File: config.mk
export PLATFORM = sky130hd
export DESIGN_NAME = led_bit_encoder
export DESIGN_NICKNAME = d
export VERILOG_FILES = /design/src/rtl/led_enc_pkg.sv /design/src/rtl/led_tick_div.sv /design/src/rtl/led_word_q.sv /design/src/rtl/led_slot_ser.sv /design/src/rtl/led_bit_encoder.sv
export SDC_FILE = /design/constraint.sdc
export NUM_CORES = 1
export LEC_CHECK = 0
export ABC_AREA = 1
export ABC_CLOCK_PERIOD_IN_PS = 6700
export CAP_MARGIN = 10
export CORE_MARGIN = 5
export CORE_UTILIZATION = 60
export CTS_BUF_LIST = sky130_fd_sc_hd__clkbuf_4 sky130_fd_sc_hd__clkbuf_8 sky130_fd_sc_hd__clkbuf_16
export DETAILED_ROUTE_END_ITERATION = 10
export HOLD_SLACK_MARGIN = 0.08
export PLACE_DENSITY = 0.9
export SETUP_SLACK_MARGIN = 0.2
export SLEW_MARGIN = 10
export SYNTH_ARGS = -nofsm -noshare
export SYNTH_HDL_FRONTEND = slang
export SYNTH_SLANG_ARGS = --single-unit
File: constraint.sdc
create_clock -name clk_i -period 6.7 [get_ports clk_i]
set_input_delay 1.34 -clock clk_i [delete_from_list [all_inputs] [get_ports clk_i]]
set_output_delay 1.34 -clock clk_i [all_outputs]
set_load 0.02 [all_outputs]
File: src/rtl/led_enc_pkg.sv
package led_enc_pkg;
  localparam int unsigned WORD_W     = 24;
  localparam int unsigned SLOT_TICKS = 10;
  localparam int unsigned LOW_TICKS  = 3;
  localparam int unsigned HIGH_TICKS = 2;
  localparam int unsigned Q_DEPTH    = 4;
  localparam int unsigned INT_W      = 16;
  localparam int unsigned FRAC_W     = 8;

  typedef enum logic {ENC_IDLE, ENC_SLOT} enc_state_e;
endpackage

File: src/rtl/led_tick_div.sv
module led_tick_div #(
  parameter int unsigned INT_W  = 16,
  parameter int unsigned FRAC_W = 8
) (
  input  logic              clk_i,
  input  logic              rst_ni,
  input  logic [INT_W-1:0]  div_int_i,
  input  logic [FRAC_W-1:0] div_frac_i,
  output logic              tick_o
);
  localparam int unsigned AW = INT_W + FRAC_W + 1;
  localparam logic [AW-1:0] ONE = AW'(1) << FRAC_W;

  logic [AW-1:0] acc_q, nxt, per;

  always_comb begin
    per = (div_int_i == '0) ? ONE : {1'b0, div_int_i, div_frac_i};
    nxt = acc_q + ONE;
    tick_o = (nxt >= per);
  end

  always_ff @(posedge clk_i or negedge rst_ni) begin
    if (!rst_ni) acc_q <= '0;
    else         acc_q <= tick_o ? nxt - per : nxt;
  end
endmodule

File: src/rtl/led_word_q.sv
module led_word_q #(
  parameter int unsigned W     = 24,
  parameter int unsigned DEPTH = 4,
  localparam int unsigned AW   = (DEPTH > 1) ? $clog2(DEPTH) : 1,
  localparam int unsigned CW   = $clog2(DEPTH + 1)
) (
  input  logic          clk_i,
  input  logic          rst_ni,
  input  logic [W-1:0]  wdata_i,
  input  logic          push_i,
  input  logic          pop_i,
  output logic [W-1:0]  rdata_o,
  output logic          empty_o,
  output logic          full_o,
  output logic [CW-1:0] fill_o
);
  logic [W-1:0]  mem_q [DEPTH];
  logic [AW-1:0] wp_q, rp_q;
  logic [CW-1:0] cnt_q;
  logic          do_push, do_pop;

  assign full_o  = (cnt_q == CW'(DEPTH));
  assign empty_o = (cnt_q == '0);
  assign fill_o  = cnt_q;
  assign rdata_o = mem_q[rp_q];
  assign do_push = push_i && !full_o;
  assign do_pop  = pop_i && !empty_o;

  function automatic logic [AW-1:0] bump(input logic [AW-1:0] p);
    return (p == AW'(DEPTH - 1)) ? '0 : p + 1'b1;
  endfunction

  always_ff @(posedge clk_i or negedge rst_ni) begin
    if (!rst_ni) begin
      wp_q  <= '0;
      rp_q  <= '0;
      cnt_q <= '0;
    end else begin
      if (do_push) wp_q <= bump(wp_q);
      if (do_pop)  rp_q <= bump(rp_q);
      if (do_push && !do_pop)      cnt_q <= cnt_q + 1'b1;
      else if (do_pop && !do_push) cnt_q <= cnt_q - 1'b1;
    end
  end

  for (genvar g = 0; g < DEPTH; g++) begin : g_slot
    always_ff @(posedge clk_i) begin
      if (do_push && wp_q == AW'(g)) mem_q[g] <= wdata_i;
    end
  end
endmodule

File: src/rtl/led_slot_ser.sv
module led_slot_ser
  import led_enc_pkg::*;
#(
  parameter int unsigned W     = 24,
  parameter int unsigned SLOT  = 10,
  parameter int unsigned LOW   = 3,
  parameter int unsigned HIGH  = 2,
  localparam int unsigned CNTW = $clog2(SLOT),
  localparam int unsigned IDXW = $clog2(W)
) (
  input  logic         clk_i,
  input  logic         rst_ni,
  input  logic         tick_i,
  input  logic         empty_i,
  input  logic [W-1:0] data_i,
  output logic         pop_o,
  output logic         line_o
);
  enc_state_e      st_q;
  logic [CNTW-1:0] cnt_q;
  logic [IDXW-1:0] idx_q;
  logic [W-1:0]    sh_q;
  logic            slot_end, word_end;

  assign slot_end = (cnt_q == CNTW'(SLOT - 1));
  assign word_end = slot_end && (idx_q == IDXW'(W - 1));
  assign pop_o    = tick_i && !empty_i && ((st_q == ENC_IDLE) || (st_q == ENC_SLOT && word_end));

  // low lead-in, fixed high, then value-dependent tail
  assign line_o = (st_q == ENC_SLOT) && (cnt_q >= CNTW'(LOW)) &&
                  ((cnt_q < CNTW'(LOW + HIGH)) || sh_q[W-1]);

  always_ff @(posedge clk_i or negedge rst_ni) begin
    if (!rst_ni) begin
      st_q  <= ENC_IDLE;
      cnt_q <= '0;
      idx_q <= '0;
      sh_q  <= '0;
    end else if (tick_i) begin
      if (pop_o) begin
        st_q  <= ENC_SLOT;
        sh_q  <= data_i;
        idx_q <= '0;
        cnt_q <= '0;
      end else if (st_q == ENC_SLOT) begin
        if (word_end) begin
          st_q  <= ENC_IDLE;
          cnt_q <= '0;
        end else if (slot_end) begin
          sh_q  <= sh_q << 1;
          idx_q <= idx_q + 1'b1;
          cnt_q <= '0;
        end else begin
          cnt_q <= cnt_q + 1'b1;
        end
      end
    end
  end
endmodule

File: src/rtl/led_bit_encoder.sv
module led_bit_encoder
  import led_enc_pkg::*;
#(
  parameter int unsigned W      = WORD_W,
  parameter int unsigned DEPTH  = Q_DEPTH,
  parameter int unsigned DIV_IW = INT_W,
  parameter int unsigned DIV_FW = FRAC_W,
  localparam int unsigned CW    = $clog2(DEPTH + 1)
) (
  input  logic              clk_i,
  input  logic              rst_ni,
  input  logic [DIV_IW-1:0] div_int_i,
  input  logic [DIV_FW-1:0] div_frac_i,
  input  logic [W-1:0]      word_i,
  input  logic              word_valid_i,
  output logic              req_o,
  output logic              line_o
);
  logic          tick, pop, empty, full;
  logic [W-1:0]  head;
  logic [CW-1:0] fill;

  led_tick_div #(.INT_W(DIV_IW), .FRAC_W(DIV_FW)) u_div (
    .clk_i, .rst_ni, .div_int_i, .div_frac_i, .tick_o(tick)
  );

  led_word_q #(.W(W), .DEPTH(DEPTH)) u_q (
    .clk_i, .rst_ni,
    .wdata_i(word_i), .push_i(word_valid_i), .pop_i(pop),
    .rdata_o(head), .empty_o(empty), .full_o(full), .fill_o(fill)
  );

  led_slot_ser #(.W(W), .SLOT(SLOT_TICKS), .LOW(LOW_TICKS), .HIGH(HIGH_TICKS)) u_ser (
    .clk_i, .rst_ni, .tick_i(tick), .empty_i(empty), .data_i(head),
    .pop_o(pop), .line_o
  );

  assign req_o = !full;
endmodule

### Word level (Yosys, flattened, before mapping)

Memory sizes are Yosys's and may differ from the RTL's.
Index checks and enable logic that the tools add are counted.
Widths: inputs -> output; s select.

* memories kept: 1
* bits in writable memories: 96
* flip-flop bits (word level): 66
* word-level logic and storage cells: 98
* output and inout bits: 2

* reductions and logical operators: 31
* $lt $le $gt $ge: 3
* equal/unequal tests: 8
* add/subtract/negate cells: 8
* bitwise operators: 1
* muxes and demuxes: 38

Memories
* u_q.mem_q: words 4, width 24, rd ports 1, clocked after memory_dff 0, write ports 1, line led_word_q.sv:17 `logic [W-1:0] mem_q [DEPTH];`

Operators with widths (count)
* $mux 24: 8
* $reduce_or 24->1: 3
* $add 25x9->25 const B: 1
* $ge 25x25->1: 1
* $mux 25: 1
* $sub 25x25->25: 1
* $mux 5: 4
* $logic_not 16->1: 1
* $mux 4: 4
* $logic_and 1x1->1: 14
* $mux 1: 14
* $mux 2: 5
* $eq 2x2->1 const B: 3
* $mux 3: 2
* $reduce_bool 2->1: 3
* $add 5x1->5 const B: 1
* $eq 5x5->1 const B: 1
* $add 2x1->2 const B: 2
* $add 4x1->4 const B: 1
* $eq 4x4->1 const B: 1
* $ge 4x2->1 const B: 1
* $logic_not 1->1: 4
* $lt 4x3->1 const B: 1
* $reduce_and 4->1: 1
* 10 further kinds: 11

### Logic depth before layout (Yosys ltp)

Gate-level depths: netlist of the first run.

* depth in word-level cells: 10
* mapped depth: 25
* gate-level depth less buffers: 24

### Modules after synthesis

From an unflattened synthesis of the first run, not the netlist that was laid out.

* cell total of the unflattened synthesis: 1174
* area total of the unflattened synthesis: 9567.9 sq um

By module, submodules not included
* led_word_q: instances 1, cells each 341, seq. area each 3057.9 sq um, area each 4366.7 sq um
* led_tick_div: instances 1, cells each 577, seq. area each 625.6 sq um, area each 3331.9 sq um
* led_slot_ser: instances 1, cells each 255, seq. area each 850.8 sq um, area each 1865.5 sq um
* led_bit_encoder: instances 1, cells each 1, seq. area each 0.0 sq um, area each 3.8 sq um

### Worst setup path after synthesis of the first run

OpenSTA, ideal clock, no wires.

* path type: input -> register
* start point: in div_int_i[1]
* end point: reg u_q.cnt_q[2] (netlist: u_q.fill_o[2])
* path buffers: 1
* slack: 2.230 ns
* data required time: 6.569 ns
* data arrival time: 4.339 ns
* setup time: 0.131 ns
* stages on the path: 22
* path through: nor2_1 -> nand3_1 -> nor4_1 -> inv_1 -> nand2_1 -> ha_1 -> nand2_1 -> inv_1 -> a21oi_1 -> nand2_1 -> nand2_1 -> nand3_1 -> nand2_1 -> nand2_4 -> nand3_1 -> buf_2 -> ha_1 -> inv_1 -> fa_1 -> a21oi_1 -> o21ai_0 -> xor2_1

* cells in the longest elaborated chain, start to end: 9
* elaborated cells between the ends (all ways): 11

RTL lines
* start, declared: line led_bit_encoder.sv:12 `input logic [DIV_IW-1:0] div_int_i,`
* $logic_not 16->1: line led_tick_div.sv:17 `per = (div_int_i == '0) ? ONE : {1'b0, div_int_i, div_frac_i};`
* $mux 24 *: line led_tick_div.sv:17
* $ge 25x25->1 *: line led_tick_div.sv:19 `tick_o = (nxt >= per);`
* $logic_and 1x1->1 * (2 in a row): line led_slot_ser.sv:27 `assign pop_o = tick_i && !empty_i && ((st_q == ENC_IDLE) || (st_q == ENC_SLOT && word_end));`
* $logic_and 1x1->1 *: line led_word_q.sv:27 `assign do_pop = pop_i && !empty_o;`
* $logic_not 1->1: line led_word_q.sv:41 `if (do_push && !do_pop) cnt_q <= cnt_q + 1'b1;`
* $logic_and 1x1->1: line led_word_q.sv:41
* $mux 3 / $reduce_bool 2->1 (equally long branches)
* end signal, assigned: line led_word_q.sv:41
* end signal, assigned: line led_word_q.sv:42 `else if (do_pop && !do_push) cnt_q <= cnt_q - 1'b1;`
* end, declared: line led_word_q.sv:19 `logic [CW-1:0] cnt_q;`

Every way passes the cells marked *; elsewhere a longest branch is shown, timed or not.
A chain may end at the register's enable or synchronous reset.

### Worst setup path after layout of the first run

* start point: in div_int_i[12]
* end point: reg u_q.cnt_q[2] (netlist: u_q.fill_o[2])

Same word-level chain as after synthesis.

==> metrics.cfg, run 1 <==
[timing]
clock.fmax_mhz = 200
fin_ws_ns = 1.71
fin_skew_ns = 0.00885
setup_viol = 0
hold_slack_ns = 0.477
timing.max_slew.rel_slack = 0.342
rsz0062_at_grt = no
fin_crit_ns = 4.99
final.setup.tns_ns = 0
tightest_slew_ns = 0.985
hold_violations = 0
maxSlewViolCount = 0
fin_crit_sh = 0.745

[logic_synthesis]
synth_seq_cells = 162
synth_top_area_share = 0.332
synthCells = 990
synthFlopType = edfxtp_1
async_flop_share = 0.407
synth.distinct_cells = 37
synth_area_sq_um = 8690
syn_nets = 1078
avgSynthCellArea_sq_um = 8.78
seq_area_frac_synth = 0.522
yosys-top-cells-area = edfxtp_1, dfrtp_1, nand2_1
synth_top_area_cell = edfxtp_1
yosysWarnings = 0
synth_edf_count = 96

[setup_path]
slowest_delay_ns = 0.40
path_common_cell = nand2_1
crit_path_end_kind = flop
crit_path_top_delay_cell = clkdlybuf4s50_1
path_class = in2reg
worst_setup_path_start_kind = input port
arrival_ns = 5.28
path_cells = clkdlybuf4s50_1, inv_1, nand4_1, nor4_1, inv_1, nand2_1, ha_1, nand2_1, inv_1, nand2_1, nand2_1, nand2_1, nand2_1, nand2_1, nand3_1, nand2_1, nand2_4, nand3_1, ha_1, inv_1, fa_1, a21oi_1, o21ai_0, xor2_1
worstPathRequired_ns = 6.99
path_max_fanout = 45

[clocking]
htreeDepth = 4
ctsHoldBuffers = 0
clock-root-buffer = clkbuf_16
cts_resized = 0
clk_latency_ns = 0.42
cts_setup_buffers = 0
clk_pin_slew_ns = 0.06
cts.path.max_buffers = 2
cts.sinks = 162
cts_tree = yes
cts_inserted_buffers = 17

[place]
dp_cells = 1201
dpl-instance-area_sq_um = 9350
dpl.hpwl_mm = 12.7
place_ws_ns = 1.28
gp_congestion = 0.945
io_buffers = 52

[floorplanning]
start_util = 0.605
die_y_um = 130
coreArea_sq_um = 14400
rows = 44
pin_count = 53
dieArea_sq_um = 17000
fp.dieW_um = 130

[grt]
antenna_found_initial = 0
grt_pass1_wl_mm = 32.1
grtUsageTotal = 0.243
grt_max_degree = 67
grt_overflow = 0
grt_pass1_vias = 6867

[cells_and_area]
design_area_sq_um = 9940
antenna_cells = 0
layout.core_utilization = 0.692
syn_to_final_growth_pct = 14.4
fin_nets = 1124
drive_above_1_share = 0.0562
fin_cells = 1233
fillers = 1026

[routing]
dr.pass1.iters = 5
drc = 0
vias = 7108
via_per_inst = 5.76
drtIter0Drc = 575
wl_mm = 19.8
wl_per_cell_um = 16.1
antenna_left = 0

[power]
power_mw = 4.60
ir_worst_vdd_v = 0.000274
power_leakage_nw = 4.40
powerDensity_nw_per_um2 = 463

[run_status]
status = completed

[worst_hold_path]
hp-class = reg2reg

[flow_run]
cap_viol_max_count = 0

cells in the final DEF (no fill, tap or decap), drive strengths merged, types with 7 or more instances in the layout:
cell             n
nand4           37
buf              9
o22ai           26
nand2          269
a21oi           30
inv            102
clkbuf          17
clkdlybuf4s50   51
nor2           115
dfrtp           66
ha              35
xor2            20
nand3           30
edfxtp          96
xnor2           18
o21bai           7
o21ai           85
worst paths after layout:
kind / to / start / cells after the start / slack (ns)
setup / recovery: u_q.fill_o[2] / div_int_i[12] / 24 / 1.71
hold / removal: u_ser.sh_q[0] / u_ser.sh_q[0] / 2 / 0.48
setup reg to reg: u_ser.sh_q[9] / u_div.acc_q[8] / 21 / 2.21
hold reg to reg: u_ser.sh_q[0] / u_ser.sh_q[0] / 2 / 0.48
max in group asynchronous: u_ser.sh_q[14] / rst_ni / 2 / 5.04
min in group asynchronous: u_div.acc_q[11] / rst_ni / 2 / 1.09
logic make-up (layout without fill, tap and decap cells):
kind of cell	Yosys count	count (layout)	share of synthesized area
XOR/XNOR	38	38	0.0383
AO/OA/AOI/OAI	160	160	0.101
adder cells (fa/ha/maj)	37	37	0.0550
buffers and inverters	127	186	0.0592
AND/OR/NAND/NOR	466	466	0.225
flip-flops	162	162	0.522
sequential cells by signal, summed over array words and instances (netlist names):
signal / flops
u_q.rp_q: 2
u_ser.st_q: 1
u_ser.idx_q: 5
u_ser.cnt_q: 4
u_q.fill_o: 3
u_q.wp_q: 2
u_ser.sh_q: 24
u_q.mem_q: 96
u_div.acc_q: 25
power breakdown:
part	switching, mW	internal (mW)
sequential	0.184	1.38
clock	0.425	0.560
combinational	1.34	0.710
final cells by class:
type	count	area [sq um]	area share
clock inverters	15	169	0.0170
repair buffers	60	576	0.0579
well taps	184	230	0.0232
flip-flops and latches	162	4530	0.456
clock buffers	17	425	0.0428
multi-input cells	701	3650	0.367
inverters	94	353	0.0355
critical path: cells and delay by family:
kind | cells | cell delay [ns]
buffers and inverters | 5 | 0.80
AOI/OAI and AO/OA | 2 | 0.23
and+or+nand+nor | 13 | 1.88
adders and majority gates | 3 | 0.84
xor gates and xnor gates | 1 | 0.16
routing by layer:
metal | routed length [um] | part of all wire | up-vias | track usage
met4 | 655 | 0.033 | 0 | 0.111
li1 | - | - | 3417 | -
met3 | 1410 | 0.071 | 58 | 0.0458
met2 | 9800 | 0.49 | 322 | 0.421
met1 | 7960 | 0.40 | 3311 | 0.295
met5 | 0 | 0 | - | 0
cells in the mapped netlist, drive strengths merged (3+ instances only):
| cell type | number |
|---|---|
| o22ai | 26 |
| nand3 | 30 |
| a31oi | 5 |
| nor4 | 4 |
| edfxtp | 96 |
| dfrtp | 66 |
| nand2 | 269 |
| ha | 35 |
| clkbuf | 17 |
| a21oi | 30 |
| nand4 | 37 |
| o21bai | 7 |
| a21o | 3 |
| inv | 94 |
| xnor2 | 18 |
| nor3 | 6 |
| nor2 | 115 |
| o21ai | 85 |
| buf | 16 |
| or2 | 3 |
| xor2 | 20 |
Power figures use the tool's default switching activity.
==> inputs of run 2 (changes only) <==
- ABC_CLOCK_PERIOD_IN_PS: 6700 -> 5000
- clock period: 6.7 -> 5 ns (I/O delays scaled with it)
==> run 2 against run 1 <==
Register-to-register slack worse by 1.5 ns. Utilization up 0.18 points. Power rose by 33%. Sequential power rose by 35%. Critical path type unchanged. Largest cell class unchanged. Largest power group unchanged.
==> metrics.cfg, run 2 (synthesis gave the netlist of run 1 again) <==
[routing]
vias = 7117  ; +0.13%
via_per_inst = 5.75  ; -0.28%
dr.pass1.iters = 5  ; unchanged
wl_mm = 19.6  ; -1.2%
drtIter0Drc = 640  ; +11%
antenna_left = 0  ; unchanged
drc = 0  ; unchanged
wl_per_cell_um = 15.8  ; -1.6%

[timing]
rsz0062_at_grt = no
clock.fmax_mhz = 226
hold_violations = 0  ; unchanged
setup_viol = 0  ; unchanged
timing.max_slew.rel_slack = 0.336  ; -0.00572
fin_crit_sh = 0.884
tightest_slew_ns = 0.996  ; +0.0110 ns
fin_skew_ns = 0.00780  ; -0.00105 ns
fin_crit_ns = 4.42
maxSlewViolCount = 0  ; unchanged

[cells_and_area]
layout_common_cells = nand2_1, nor2_1, edfxtp_1, inv_1, o21ai_0
reg_top3 = u_q.mem_q x96, u_div.acc_q x25, u_ser.sh_q x24
fin_nets = 1129  ; +0.44%
top_register = u_q.mem_q
layout.core_utilization = 0.694  ; +0.00183
antenna_cells = 0  ; unchanged
syn_to_final_growth_pct = 14.7
largest_register_ffs = 96  ; unchanged
layout_commonest_cell = nand2_1
drive_above_1_share = 0.0626  ; +0.00637

[power]
ir_worst_vdd_v = 0.000319  ; +16%
power_leakage_nw = 4.42  ; +0.49%
powerDensity_nw_per_um2 = 614  ; +33%
power_mw = 6.12  ; +33%

[grt]
grt_util_met2 = 0.421  ; unchanged
grt_overflow = 0  ; unchanged
grt_max_degree = 51  ; -24%
grtUsageTotal = 0.239  ; -0.00398
grt_pass1_wl_mm = 32.0  ; -0.36%
grt-busiest-layer = met2
antenna_found_initial = 0  ; unchanged
grt_pass1_vias = 7049  ; +2.7%
grt_util_met3 = 0.0495  ; +0.00368
use_met1 = 0.284  ; -0.0106

[setup_path]
crit_path_end_kind = flop
crit_path_end = u_q.fill_o[2]
worstPathRequired_ns = 5.31  ; -1.68 ns
r2r_end = u_q.fill_o[2]
path_max_fanout = 17  ; -62%
r2r_setup_slack_ns = 0.76  ; -1.45 ns
worst_setup_path_start_kind = input port
timing.rr.start = u_div.acc_q[8]
arrival_ns = 4.73  ; -0.55 ns
cp-startpoint = div_int_i[14]
path_class = in2reg
reg2regPathDepth = 21  ; unchanged

[floorplanning]
pin_count = 53  ; unchanged
fp.dieW_um = 130  ; unchanged
start_util = 0.605  ; unchanged
die_y_um = 130  ; unchanged
rows = 44  ; unchanged
coreArea_sq_um = 14400  ; unchanged
dieArea_sq_um = 17000  ; unchanged

[clocking]
htreeDepth = 4  ; unchanged
cts.sinks = 162  ; unchanged
clk_latency_ns = 0.43  ; about the same
ctsHoldBuffers = 0  ; unchanged
cts.path.max_buffers = 2  ; unchanged
cts_setup_buffers = 0  ; unchanged
cts_inserted_buffers = 17  ; unchanged
cts_tree = yes
clock-root-buffer = clkbuf_16
clk_pin_slew_ns = 0.07  ; about the same

[place]
io_buffers = 52  ; unchanged
gp_congestion = 0.985  ; +4.2%
dpl.hpwl_mm = 13.0  ; +2.1%

[run_status]
status = completed

[worst_hold_path]
hp-class = reg2reg
worstHoldStart = u_ser.sh_q[0]

[flow_run]
cap_viol_max_count = 0  ; unchanged

[run 2: cell type report]
class	instances	area (sq um)
Clock buffer	17	425
Clock inverter	15	143
Fill cell	1034	4400
Inverter	94	353
Multi-Input combinational cell	701	3670
Sequential cell	162	4530
Tap cell	184	230
Timing Repair Buffer	65	613
[run 2: timing repair]
action                     in CTS  in global routing
setup endpoints to repair       0                  2
hold endpoints to repair        0                  0
gates resized for setup         0                  2
[run 2: worst min-delay path by stage]
stage                     to  slack [ns]  cells after the start
3_5_place_dp   u_ser.sh_q[0]        0.46                      2
5_1_grt        u_ser.sh_q[2]        0.50                      2
2_1_floorplan  u_ser.sh_q[0]        0.44                      2
6_report       u_ser.sh_q[0]        0.48                      2
4_1_cts        u_ser.sh_q[0]        0.48                      2
3_3_place_gp   u_ser.sh_q[0]        0.46                      2
[run 2: stage by stage]
stage	setup TNS, ns	setup WS [ns]	hold WS, ns	cells	area (sq um)
after detailed placement	-0.0352	-0.0352	0.460	1206	9380
after global placement	0	0.0670	0.458	1206	9380
after CTS	0	0.389	0.477	1238	9950
final	0	0.578	0.478	1238	9970
after floorplan	0	0.870	0.442	990	8690
after global routing	0	0.225	0.502	1238	9970
[run 2: per-layer routing]
layer	routed length [um]	vias to the layer above
li1	-	3418
met1	7870	3355
met2	9740	283
met3	1350	61
met4	619	0
met5	0	-
[run 2: worst max-delay path, stage by stage]
cell and delay, ns:
clkdlybuf4s50_1 0.40, inv_1 0.07, nand4_1 0.27, nor4_4 0.29, inv_1 0.19, nand2_1 0.10
ha_1 0.27, a21oi_1 0.22, nand2_1 0.10, nand2_1 0.07, nand2_1 0.05, nand2_1 0.05
nand3_1 0.13, nand2_1 0.14, nand2_4 0.15, nand3_1 0.14, ha_1 0.19, inv_1 0.07
fa_1 0.38, a21oi_1 0.16, o21ai_0 0.11, xor2_1 0.15
[run 2: power breakdown]
group	switching [mW]	internal (mW)
Clock	0.594	0.661
Sequential	0.251	1.85
Combinational	1.79	0.969
Total	2.64	3.48
==> inputs of run 3 (changes only) <==
- ABC_CLOCK_PERIOD_IN_PS: 5000 -> 5500
- CORE_ASPECT_RATIO: unset -> 0.5
- CORE_MARGIN: 5 -> unset
- clock period: 5 -> 5.5 ns (I/O delays scaled with it)
==> run 3 against run 2 <==
Die area is 12% lower. Sequential power is 9% lower. Clock power is 6% lower. Critical path depth stayed put. Cell area hardly changed. Utilization is 2.7 points higher. Final cell count is 0.57% higher. Power is 7.7% lower. Flip-flop and latch count stayed put. Critical endpoint unchanged. Largest cell class unchanged.
==> metrics.cfg, run 3 (synthesis gave the netlist of run 1 again) <==
[run_status]
status = completed

[routing]
wl_mm = 20.6  ; +5.1%
dr.pass1.iters = 8  ; +3
via_per_inst = 5.80  ; +0.86%
vias = 7219  ; +1.4%
drtIter0Drc = 754  ; +18%
wl_per_cell_um = 16.5  ; +4.5%
drc = 0  ; unchanged
antenna_left = 0  ; unchanged

[power]
power_mw = 5.64  ; -7.7%
p_comb_frac = 0.453  ; about the same
powerDensity_nw_per_um2 = 566  ; -7.8%
power.share.clock = 0.209  ; +0.004
power_switching_mw = 2.47  ; -6.2%
power_leakage_nw = 4.40  ; -0.27%
pwr-share-seq = 0.338  ; -0.005
p_int_mw = 3.17  ; -8.9%
ir_worst_vdd_v = 0.000256  ; -20%
p_sw_frac = 0.438  ; +0.00700

[place]
dp_cells = 1213  ; +0.58%
io_buffers = 52  ; unchanged
place_ws_ns = 0.197  ; +0.232 ns
dpl.hpwl_mm = 13.0  ; about the same
dpl-instance-area_sq_um = 9390  ; about the same
gp_congestion = 0.910  ; -7.6%

[cells_and_area]
layout_commonest_cell = nand2_1
layout.core_utilization = 0.720  ; +0.0266
antenna_cells = 0  ; unchanged
syn_to_final_growth_pct = 14.8  ; about the same
fin_nets = 1128  ; -0.089%
fin_cells = 1245  ; +0.57%
reg_top3 = u_q.mem_q x96, u_div.acc_q x25, u_ser.sh_q x24
drive_above_1_share = 0.0598  ; -0.00279
largest_register_ffs = 96  ; unchanged
design_area_sq_um = 9970  ; about the same
layout_common_cells = nand2_1, nor2_1, edfxtp_1, inv_1, o21ai_0
top_register = u_q.mem_q
fillers = 933  ; -9.8%

[timing]
hold_slack_ns = 0.487  ; +0.00848 ns
fin_ws_ns = 0.559  ; -0.0194 ns
setup_viol = 0  ; unchanged
maxSlewViolCount = 0  ; unchanged
fin_skew_ns = 0.0144  ; +0.00656 ns
fin_crit_ns = 4.94
final.setup.tns_ns = 0  ; unchanged
fin_crit_sh = 0.898
tightest_slew_ns = 1.14  ; +0.146 ns
timing.max_slew.rel_slack = 0.237  ; -0.0995
clock.fmax_mhz = 202
rsz0062_at_grt = no
hold_violations = 0  ; unchanged

[grt]
grtUsageTotal = 0.291  ; +0.0522
grt_overflow = 0  ; unchanged
grt_pass1_vias = 7136  ; +1.2%
grt_max_degree = 67  ; +31%
antenna_found_initial = 0  ; unchanged
grt_pass1_wl_mm = 33.4  ; +4.2%

[clocking]
cts_setup_buffers = 0  ; unchanged
clk_pin_slew_ns = 0.08  ; about the same
cts_resized = 0  ; unchanged
clk_latency_ns = 0.43  ; about the same
cts_inserted_buffers = 17  ; unchanged
ctsHoldBuffers = 0  ; unchanged
cts_tree = yes
cts.path.max_buffers = 2  ; unchanged
clock-root-buffer = clkbuf_16
cts.sinks = 162  ; unchanged
htreeDepth = 4  ; unchanged

[setup_path]
path_common_cell = nand2_1
path_max_fanout = 17  ; unchanged
path_class = in2reg
crit_path_end_kind = flop
worstPathRequired_ns = 5.81  ; +0.50 ns
crit_path_top_delay_cell = nor4_1
path_cells = clkdlybuf4s50_1, nor2_1, nand3_1, nor4_1, inv_1, nand2_1, ha_1, nand2_1, inv_1, a21oi_1, nand2_1, nand2_1, nand3_1, nand2_1, nand2_4, nand3_1, ha_1, inv_1, fa_1, a21oi_1, o21ai_0, xor2_1
arrival_ns = 5.25  ; +0.52 ns
slowest_delay_ns = 0.70  ; +0.30 ns
worst_setup_path_start_kind = input port

[flow_run]
cap_viol_max_count = 0  ; unchanged

[floorplanning]
start_util = 0.627  ; +0.0226
die_y_um = 87.1  ; -33%
pin_count = 53  ; unchanged
rows = 30  ; -32%
dieArea_sq_um = 15000  ; -12%
coreArea_sq_um = 13900  ; -3.6%
fp.dieW_um = 172  ; +32%

[worst_hold_path]
hp-class = reg2reg

==> run 3: cell count changes in the layout (fill, tap and decap cells not counted) <==
cell | previous run | this run
buf_4 | 13 | 12
clkinv_1 | 0 | 1
clkinv_2 | 1 | 0
clkinv_4 | 2 | 1
clkinv_8 | 1 | 3
inv_12 | 0 | 1
inv_6 | 5 | 3
nor4_1 | 3 | 4
nor4_4 | 1 | 0
==> run 3: cell type report <==
| type | count | area (sq um) | area share |
|---|---|---|---|
| repair buffers | 64 | 606 | 0.0607 |
| clock buffers | 17 | 425 | 0.0426 |
| clock inverters | 15 | 164 | 0.0164 |
| well taps | 192 | 240 | 0.0241 |
| multi-input cells | 701 | 3650 | 0.366 |
| inverters | 94 | 353 | 0.0354 |
| flip-flops and latches | 162 | 4530 | 0.455 |
==> run 3: critical path, delay by kind of cell <==
kind | cells | cell delay, ns
adder cells (fa/ha/maj) | 3 | 0.83
AO/OA/AOI/OAI | 3 | 0.42
XOR/XNOR | 1 | 0.15
AND/OR/NAND/NOR | 11 | 1.86
buffers and inverters | 4 | 0.86
==> run 3: power groups by stage <==
| stage | clock [mW] | sequential, mW | combinational, mW |
|---|---|---|---|
| 6_report | 1.18 | 1.91 | 2.56 |
| 5_1_grt | 1.24 | 1.94 | 2.87 |
| 4_1_cts | 1.19 | 1.90 | 2.54 |
| 3_5_place_dp | 0 | 1.92 | 2.50 |
| 3_3_place_gp | 0 | 1.90 | 2.42 |
| 2_1_floorplan | 0 | 1.85 | 1.89 |
==> run 3: metal layers <==
metal,global-route usage,wire length [um],vias to the layer above
li1,-,-,3424
met1,0.357,8700,3440
met2,0.508,10100,307
met3,0.0604,1330,48
met4,0.121,460,0
met5,0,0,-
==> run 3: path summary, 6_finish.rpt <==
check | from | end | slack [ns] | depth (start not counted)
max | div_int_i[0] | u_q.fill_o[2] | 0.56 | 22
min | u_ser.sh_q[6] | u_ser.sh_q[6] | 0.49 | 2
max reg2reg | u_div.acc_q[10] | u_q.fill_o[1] | 1.28 | 22
min reg2reg | u_ser.sh_q[6] | u_ser.sh_q[6] | 0.49 | 2
max in group asynchronous | rst_ni | u_ser.idx_q[0] | 4.06 | 2
min in group asynchronous | rst_ni | u_div.acc_q[7] | 0.86 | 2
